==> config.mk <==
export PLATFORM = sky130hd
export DESIGN_NAME = stall_irq_ctrl
export DESIGN_NICKNAME = d
export VERILOG_FILES = /design/src/rtl/stall_irq_ctrl.sv
export SDC_FILE = /design/constraint.sdc
export NUM_CORES = 1
export LEC_CHECK = 0
export CAP_MARGIN = 0
export CORE_UTILIZATION = 50
export DETAILED_ROUTE_END_ITERATION = 6
export DONT_BUFFER_PORTS = 1
export PLACE_DENSITY = 0.65
export SETUP_SLACK_MARGIN = 0.4
export SLEW_MARGIN = 20
export SYNTH_ARGS = -nofsm -noshare
export SYNTH_HDL_FRONTEND = slang
export SYNTH_SLANG_ARGS = --single-unit
==> constraint.sdc <==
create_clock -name clk -period 1.51 [get_ports clk]
set_clock_uncertainty 0.15 [all_clocks]
set_input_delay 0.0755 -clock clk [delete_from_list [all_inputs] [get_ports clk]]
set_output_delay 0.0755 -clock clk [all_outputs]
set_load 0.01 [all_outputs]
==> src/rtl/stall_irq_ctrl.sv <==
module stall_irq_ctrl #(
  parameter int ADDR_W = 8,
  parameter int DATA_W = 32,
  parameter int NEV = 10,
  parameter logic [NEV-1:0] DEF_MASK = 10'h3F6,
  parameter logic [ADDR_W-1:0] STS_ADDR = 8'h20,
  parameter logic [ADDR_W-1:0] EN_ADDR = 8'h24,
  parameter logic [ADDR_W-1:0] CLR_ADDR = 8'h28
) (
  input  logic              clk,
  input  logic              rst_n,
  input  logic [NEV-1:0]    ev_i,
  input  logic              wr_en_i,
  input  logic [ADDR_W-1:0] wr_addr_i,
  input  logic [DATA_W-1:0] wr_data_i,
  input  logic [ADDR_W-1:0] rd_addr_i,
  output logic [DATA_W-1:0] rd_data_o,
  output logic              irq_o,
  output logic              hold_o
);
  localparam int PAD = DATA_W - NEV;

  logic [NEV-1:0] sts_q, en_q, clr_mask, set_mask;
  logic hold_q;

  assign set_mask = ev_i & DEF_MASK;
  assign clr_mask = (wr_en_i && wr_addr_i == CLR_ADDR) ? wr_data_i[NEV-1:0] : '0;

  always_ff @(posedge clk or negedge rst_n) begin
    if (!rst_n) begin
      sts_q  <= '0;
      en_q   <= '0;
      hold_q <= 1'b0;
    end else begin
      sts_q  <= (sts_q & ~clr_mask) | set_mask;
      hold_q <= |sts_q;
      if (wr_en_i && wr_addr_i == EN_ADDR)
        en_q <= wr_data_i[NEV-1:0] & DEF_MASK;
    end
  end

  always_comb begin
    rd_data_o = '0;
    if (rd_addr_i == STS_ADDR)     rd_data_o = {{PAD{1'b0}}, sts_q};
    else if (rd_addr_i == EN_ADDR) rd_data_o = {{PAD{1'b0}}, en_q};
  end

  assign irq_o  = |(sts_q & en_q);
  assign hold_o = hold_q;
endmodule

Word-level counts from Yosys, hierarchy flattened --
Index checks and enable logic that the tools add are counted.
Word-level totals: register bits after elaboration 19, output and inout port bits 34, word-level logic and storage cells 18
Cells by class: eq/ne operators 4, muxes and demuxes 3, bitwise logic cells 4, reductions and logical operators 4
Operators by type and width (number):
- == test 8 x 6 -> 1 bit (second input constant) | 4
- two-way mux 32 bit | 1
- AND 10 bit | 2
- two-way mux 10 bit | 2
- OR reduction 10 bit | 2
- NOT 10 bit | 1
- OR 10 bit | 1
- logical AND 1 bit | 2

Logic depth before layout (Yosys ltp) --
Gate-level depths: netlist of run 1.
word-level depth 6, mapped depth 4

Worst setup path before layout of run 1 --
No wires, ideal clock.
path kind input -> register, from in wr_addr_i[6], to reg en_q[1], arrival 0.837 ns, data required time 1.235 ns, setup slack 0.398 ns, stages 3, buffers on the path 0, path through and4bb_2 nand4b_4 mux2_2
Between the ends: word-level cells in the longest chain between the ends 2
Ends and longest elaborated chain:
- from (decl) | line 14 | input logic [ADDR_W-1:0] wr_addr_i,
- == test 8 x 6 -> 1 bit | line 37 | if (wr_en_i && wr_addr_i == EN_ADDR)
- logical AND 1 bit | line 37
- to (signal assigned) | line 38 | en_q <= wr_data_i[NEV-1:0] & DEF_MASK;
- to (decl) | line 23 | logic [NEV-1:0] sts_q, en_q, clr_mask, set_mask;
Every way passes these cells. A chain may end at the register's enable or synchronous reset.

Worst setup path in the final report of run 1 --
from reg sts_q[8], to out irq_o
Between the ends: word-level cells in the longest chain between the ends 2
Ends and longest elaborated chain:
- from (decl) | line 23
- from (signal assigned) | line 35 | sts_q <= (sts_q & ~clr_mask) | set_mask;
- AND 10 bit | line 48 | assign irq_o = |(sts_q & en_q);
- OR reduction 10 bit | line 48
- to (decl) | line 18 | output logic irq_o,
Every way passes these cells.

==> results of run 1 <==
==> registers in the layout (all words and copies together), names as in the netlist <==
signal  flops
en_q        8
hold_o      1
sts_q      10
==> cells in the final DEF, fill, tap and decap left out, types with 7 or more instances in the layout <==
master and instances:
dlygate4sd3_1 18, a31oi_1 8, dfrtp_1 18, mux2_2 8, buf_4 7, nor2_1 10, conb_1 22, inv_1 8
nor2_2 7, mux2i_1 7
==> stage by stage <==
stage | util (%) | total power, W | instances | worst slack [ns] | hold WS (ns)
finish | 71.6 | 0.000933 | 168 | 0.167 | -0.216
global route | 71.6 | 0.000982 | 168 | 0.113 | -0.163
CTS | 69.2 | 0.000935 | 167 | 0.159 | -0.0403
detailed placement | 52.8 | 0.000616 | 137 | 0.295 | -0.370
global placement | 52.8 | 0.000615 | 137 | 0.318 | -0.370
floorplan | - | 0.000655 | 133 | 0.401 | -0.370
==> what timing repair did <==
action                                  4_1_cts  5_1_grt
buffers inserted                              7        1
gates resized for setup                      13       11
endpoints found under the setup margin       12       31
hold endpoints to repair                     37       27
pin swaps                                     7        5
==> how the worst max path moves through the flow <==
stage                       from            to  cells after the start
finish                  sts_q[8]         irq_o                      2
global route            sts_q[7]  rd_data_o[7]                      3
CTS                     sts_q[8]         irq_o                      2
detailed placement  wr_addr_i[6]      sts_q[0]                      3
global placement    wr_addr_i[6]      sts_q[0]                      3
floorplan           rd_addr_i[6]  rd_data_o[0]                      3
==> layout make-up <==
cell class / instances / area (um^2) / area share, %
inverters: 8 / 30.0 / 2.05
flip-flops and latches: 19 / 477 / 32.6
clock buffers: 3 / 22.5 / 1.54
clock inverters: 1 / 5.00 / 0.342
repair buffers: 28 / 268 / 18.3
multi-input cells: 82 / 626 / 42.8
well taps: 27 / 33.8 / 2.31
==> synth_stat cells, drive strengths merged <==
| cell type | instances | area share (%) |
|---|---|---|
| inv | 8 | 2.6 |
| a31oi | 8 | 4.4 |
| conb | 1 | 0.33 |
| nor2 | 17 | 5.6 |
| mux2i | 8 | 7.0 |
| a22oi | 4 | 2.6 |
| and4bb | 1 | 1.1 |
| a21boi | 2 | 1.3 |
| nor4 | 3 | 1.6 |
| nand3 | 1 | 0.44 |
| nor3 | 1 | 1.4 |
| nand4 | 1 | 0.55 |
| nor3b | 3 | 2.0 |
| mux2 | 8 | 7.9 |
| nand4b | 1 | 2.1 |
| nand2 | 1 | 0.33 |
| dfrtp | 19 | 42 |
| buf | 24 | 16 |
| and4b | 1 | 0.99 |
==> routing by layer <==
metal	part of all wire, %	wire [um]	up-vias	global-route usage (%)
li1	-	-	405	-
met1	43	1010	407	23.5
met2	49	1160	58	35.6
met3	6.7	158	5	4.32
met4	2.0	48	0	10.0
met5	0	0	-	0
==> cell families after synthesis <==
logic type             after synthesis
other                                1
multiplexers                        16
buffers and inverters               32
AO/OA/AOI/OAI                       14
flip-flops                          19
AND/OR/NAND/NOR                     30
==> power by group through the flow <==
stage / clock [W] / combinational [W] / sequential, W
floorplan: 0 / 0.000121 / 0.000535
global placement: 0 / 0.0000783 / 0.000536
detailed placement: 0 / 0.0000792 / 0.000537
CTS: 0.000270 / 0.000138 / 0.000528
global route: 0.000297 / 0.000155 / 0.000530
finish: 0.000261 / 0.000142 / 0.000529
==> critical path: stages, from the launching register on <==
cell	delay, ns
dfrtp_1	0.43
a22oi_2	0.19
nand4_1	0.19
==> impl_metrics.toml, run 1 <==
[outcome]
status = "finished, violations left"
violations = "negative hold slack"

[pwr]
netSwitchingFraction_pct = 26.2
vdd_drop_max_uv = 441
p_int_w = 0.000688
p_leak_nw = 0.691
p_sw_w = 0.000244
clkPwrFrac_pct = 28.0
seqPwrFrac_pct = 56.7
p_per_area_mw_per_mm2 = 638
comb_power_share_pct = 15.3

[drt]
drt_iter0_markers = 1
ant_nets = 0
drt-total-wl_um = 2370
vias = 875
routedWlPerCell_um = 14.1
first_pass_iters = 3
drc = 0
via_per_inst = 5.21

[logic_synthesis]
synth_xor_area_share_pct = 0
netlist_instances = 112
avgSynthCellArea_um2 = 10.2
syn_area_mm2 = 0.00114
yosys_warnings = 0
synth-seq-cells = 19
synth_fa_ha_area_share_pct = 0
synth_compound_area_share_pct = 8.34
muxShareOfSynthArea_pct = 14.9
synth-seq-area-share_pct = 41.7
synth_simple_gate_area_share_pct = 16.1
synth_top_family_by_area = "buffers and inverters"
yosysUniqueCellTypes = 21

[final_layout]
fillers = 161
antenna_cells = 0
postLayoutCellArea_mm2 = 0.00146
area_growth_pct = 28.2
drive_gt1_share_pct = 29.8
fin_nets = 203

[clock_network]
cts_tree = "built"
postCtsHoldBufs = 19
path_clk_slew_ns = 0.11
h-tree-depth = 1
cts_buffer_depth = 2
worstSkewPairLatency_ns = 0.31
clockRootBuffer = "clkbuf_4"
cts_buffers = 3
cts.sinks = 19

[placement]
dp_hpwl_um = 1560
port_buffers = 0
placed_area_mm2 = 0.00108
gp_congestion = 0.721

[worst_setup_path]
crit_type = "reg2out"
reg2reg_to = "hold_o"
critPathRequiredTime_ns = 1.28
cp-end-kind = "output port"
cp_data_arrival_time_ns = 1.12
crit_fanout = 2
rr_startpoint = "sts_q[5]"
r2r_cells = 3
start_kind = "flop"
setup.reg_to_reg.worst_slack_ns = 0.28

[timing]
fin_crit_ns = 1.34
rsz0062_at_grt = "yes"
slew_headroom_pct = 42.7
slew_violations = 0
fmax_mhz = 745
holdWs_ns = -0.216
worstMarginPinSlew_ns = 0.859
post-route-period-util_pct = 88.9
tns_ns = 0
setup_viol = 0
hold_viol = 27

[global_routing]
track_usage_pct = 20.4
grt_pass1_vias = 809
overflow = 0
antenna_found_initial = 0
grt_pass1_wl_um = 3590
grt_max_degree = 20

[floorplan]
die_w_um = 49.7
core_mm2 = 0.00204
start_util_pct = 55.8
ioPinCount = 95
rows = 16
die_area_mm2 = 0.00247
fp.dieH_um = 49.7

[flow_run]
drv_cap = 0

[worst_hold_path]
hold_path.class = "in2async"
(Power assumes the default switching activity.)
==> run 2, diff against run 1 <==
Settings changed: CTS_BUF_LIST set to sky130_fd_sc_hd__clkbuf_8 sky130_fd_sc_hd__clkbuf_16, CTS_CLUSTER_DIAMETER set to 120.
==> impl_metrics.toml, run 2 (same netlist as run 1, synthesis figures left out) <==
[outcome]
status = "finished, violations left"
violations = "negative hold slack"

[final_layout]
mostFrequentLayoutCell = "conb_1"
antenna_cells = 0
area_growth_pct = 26.3
final_cell_mix = "conb_1, dfrtp_1, dlygate4sd3_1"
largest_reg_flops = 10
drive_gt1_share_pct = 27.0
regMostFlops = "sts_q"
fin_nets = 203

[clock_network]
path_clk_slew_ns = 0.07
h-tree-depth = 1
postCtsHoldBufs = 19
cts.sinks = 19
cts_tree = "built"
clockRootBuffer = "clkbuf_8"
cts_buffer_depth = 2
cts_buffers = 3
worstSkewPairLatency_ns = 0.26

[placement]
gp_congestion = 0.721
port_buffers = 0
dp_hpwl_um = 1560

[timing]
slew_violations = 0
slew_headroom_pct = 41.5
rsz0062_at_grt = "yes"
fin_crit_ns = 1.28
setup_viol = 0
fmax_mhz = 779
tns_ns = 0
holdWs_ns = -0.147
post-route-period-util_pct = 85.0
worstMarginPinSlew_ns = 0.878
hold_viol = 19

[worst_setup_path]
start_kind = "flop"
cp.depth = 2
r2r_cells = 3
crit_type = "reg2out"
cp.buffers_inverters = 0
crit_fanout = 3
reg2reg_to = "hold_o"
crit_path_cell_trace = "a22oi_2 > nand4_1"
critPathRequiredTime_ns = 1.28
cp_data_arrival_time_ns = 1.06
cpMaxStageDelayCell = "dfrtp_1"
setup.reg_to_reg.worst_slack_ns = 0.28
slowest_delay_ns = 0.41
cp-end-kind = "output port"
rr_startpoint = "sts_q[5]"
cp_top_family = "flip-flops"

[pwr]
total_power_w = 0.00102
comb_power_share_pct = 13.8
p_int_w = 0.000771
clkPwrFrac_pct = 34.6
seqPwrFrac_pct = 51.6
vdd_drop_max_uv = 525
p_sw_w = 0.000253
p_per_area_mw_per_mm2 = 711
p_leak_nw = 0.676
netSwitchingFraction_pct = 24.7

[floorplan]
rows = 16
ioPinCount = 95
die_w_um = 49.7
die_area_mm2 = 0.00247
core_mm2 = 0.00204
start_util_pct = 55.8
fp.dieH_um = 49.7

[drt]
via_per_inst = 5.19
vias = 872
drt-total-wl_um = 2440
first_pass_iters = 4
drc = 0
routedWlPerCell_um = 14.5
ant_nets = 0
drt_iter0_markers = 12

[worst_hold_path]
hold_path.class = "in2async"

[global_routing]
grt_pass1_vias = 850
antenna_found_initial = 0
grt_pass1_wl_um = 3760
grt_max_degree = 20
overflow = 0
track_usage_pct = 21.2

[flow_run]
drv_cap = 0
[run 2: cell counts in the layout (fill, tap and decap cells not counted)]
Identical to the previous run, type by type.
[run 2: through the flow]
| step | instances | worst slack, ns | hold WS (ns) | util, % | instance area, um^2 |
|---|---|---|---|---|---|
| detailed placement | 137 | 0.295 | -0.370 | 52.8 | 1080 |
| global route | 168 | 0.182 | -0.0945 | 70.5 | 1440 |
| global placement | 137 | 0.318 | -0.370 | 52.8 | 1080 |
| floorplan | 133 | 0.401 | -0.370 | - | 1220 |
| CTS | 168 | 0.222 | 0.0153 | 68.9 | 1410 |
| finish | 168 | 0.227 | -0.147 | 70.5 | 1440 |
[run 2: what timing repair did]
| action | CTS | global route |
|---|---|---|
| hold endpoints to repair | 37 | 19 |
| setup endpoints to repair | 12 | 31 |
| buffers inserted | 8 | 0 |
| gates resized for setup | 9 | 7 |
| pin swaps | 9 | 4 |
[run 2: worst max-delay path by stage]
| stage | from | end | slack (ns) |
|---|---|---|---|
| finish | en_q[5] | irq_o | 0.23 |
| global route | en_q[5] | irq_o | 0.18 |
| CTS | en_q[8] | irq_o | 0.22 |
| detailed placement | wr_addr_i[6] | sts_q[0] | 0.30 |
| global placement | wr_addr_i[6] | sts_q[0] | 0.32 |
| floorplan | rd_addr_i[6] | rd_data_o[0] | 0.40 |
[run 2: area by class of cell]
cell class / count / area [um^2]
sequential: 19 / 475
fill: 163 / 602
clock buffer: 3 / 41.3
multi-input combinational: 82 / 594
inverter: 8 / 30.0
timing repair buffer: 28 / 260
clock inverter: 1 / 5.00
tap: 27 / 33.8
[run 2: power by group through the flow]
stage                     Clock [W]  Sequential [W]  Combinational (W)
after floorplan                   0        0.000535           0.000121
after global placement            0        0.000536          0.0000783
after detailed placement          0        0.000537          0.0000792
after CTS                  0.000363        0.000528           0.000138
after global routing       0.000388        0.000529           0.000154
final                      0.000354        0.000528           0.000141
[run 2: per-layer routing]
layer | GRT usage [%] | share of wire [%] | up-vias
met5 | 0 | 0 | -
met3 | 3.70 | 6.0 | 4
met2 | 38.3 | 50 | 59
met1 | 23.7 | 42 | 405
li1 | - | - | 404
met4 | 10.0 | 1.2 | 0
==> run 3, diff against run 2 <==
Settings changed: PLACE_DENSITY 0.65 to 0.68.
Clock period 1.51 ns to 1.05 ns, I/O delays scaled along.
==> impl_metrics.toml, run 3 (same netlist as run 1, synthesis figures left out) <==
[global_routing]
overflow = 0
track_usage_pct = 25.0
grt_pass1_wl_um = 4530
grt_pass1_vias = 949
grt_max_degree = 20
antenna_found_initial = 0

[clock_network]
cts_tree = "built"
h-tree-depth = 1
cts.sinks = 19
cts_buffers = 3
path_clk_slew_ns = 0.07
worstSkewPairLatency_ns = 0.25
cts_buffer_depth = 2
clockRootBuffer = "clkbuf_8"

[final_layout]
largest_reg_flops = 10
mostFrequentLayoutCell = "conb_1"
final_cell_mix = "conb_1, dfrtp_1, buf_6"
utilization_pct = 80.9
area_growth_pct = 45.0
antenna_cells = 0
regMostFlops = "sts_q"
postLayoutCellArea_mm2 = 0.00165
drive_gt1_share_pct = 54.0
fin_nets = 201

[drt]
drt-total-wl_um = 3000
first_pass_iters = 4
vias = 932
ant_nets = 0
routedWlPerCell_um = 18.0
via_per_inst = 5.61
drt_iter0_markers = 11
drc = 0

[worst_setup_path]
crit_fanout = 4
critPathRequiredTime_ns = 0.85
cp_data_arrival_time_ns = 1.08
cp-end-kind = "output port"
rr_startpoint = "sts_q[5]"
start_kind = "flop"
crit_type = "reg2out"
crit_path_start = "sts_q[5]"

[timing]
setup_viol = 16
slew_violations = 0
fin_crit_ns = 1.28
setup_slack_ns = -0.235
rsz0062_at_grt = "yes"
hold_viol = 39
tns_ns = -1.96
holdWs_ns = -0.663
post-route-period-util_pct = 122
fmax_mhz = 778

[pwr]
comb_power_share_pct = 13.3
vdd_drop_max_uv = 976
netSwitchingFraction_pct = 24.3
p_leak_nw = 0.764
clkPwrFrac_pct = 34.3
p_per_area_mw_per_mm2 = 880
p_int_w = 0.00110
seqPwrFrac_pct = 52.4
p_sw_w = 0.000353

[flow_run]
drv_cap = 0

[outcome]
status = "finished, violations left"
violations = "negative hold slack, negative setup slack"

[floorplan]
rows = 16
core_mm2 = 0.00204
ioPinCount = 95
start_util_pct = 55.8
fp.dieH_um = 49.7
die_area_mm2 = 0.00247
die_w_um = 49.7

[placement]
gp_congestion = 0.783
dp_hpwl_um = 1770
placed_area_mm2 = 0.00127
port_buffers = 0

[worst_hold_path]
hold_path.class = "in2async"
run 3: routing by layer:
layer	GRT usage [%]	vias up	wire length (um)
met1	31.1	460	1140
met4	10.5	0	44
li1	-	405	-
met5	0	-	0
met2	42.1	61	1560
met3	4.94	6	247
run 3: critical path: stages (launching register included):
cell     delay [ns]
dfrtp_1        0.44
a22oi_2        0.18
nand4_1        0.21
run 3: stage by stage:
stage               setup slack, ns  power (W)  std cells
floorplan                   -0.0301   0.000973        133
global placement             -0.101   0.000915        144
detailed placement           -0.128   0.000917        144
CTS                          -0.201    0.00143        161
global route                 -0.312    0.00151        166
finish                       -0.235    0.00145        166
run 3: cell type report:
type                       count  area, um^2
multi-input combinational     83         805
sequential                    19         475
fill                         108         389
timing repair buffer          25         264
clock buffer                   3        41.3
tap                           27        33.8
inverter                       8        30.0
clock inverter                 1        3.75
run 3: final timing paths:
path / end / slack, ns / cells after the start
worst min register to register: en_q[7] / 0.41 / 1
max in group asynchronous: sts_q[0] / 1.34 / 0
worst min-delay path: sts_q[5] / -0.66 / 0
min in group clk: sts_q[3] / -0.28 / 1
worst max register to register: hold_o / -0.17 / 3
worst max-delay path: irq_o / -0.23 / 2
run 3: power groups by stage:
stage               logic [W]  registers [W]  clock network [W]
detailed placement   0.000142       0.000775                  0
global route         0.000207       0.000764           0.000539
global placement     0.000141       0.000774                  0
floorplan            0.000202       0.000770                  0
finish               0.000193       0.000762           0.000499
CTS                  0.000181       0.000762           0.000490
run 3: what timing repair did:
action,4_1_cts,5_1_grt
gates resized for setup,29,19
setup endpoints to repair,31,31
hold endpoints to repair,39,39
buffers inserted,12,5
cloned,1,0
pin swaps,13,8
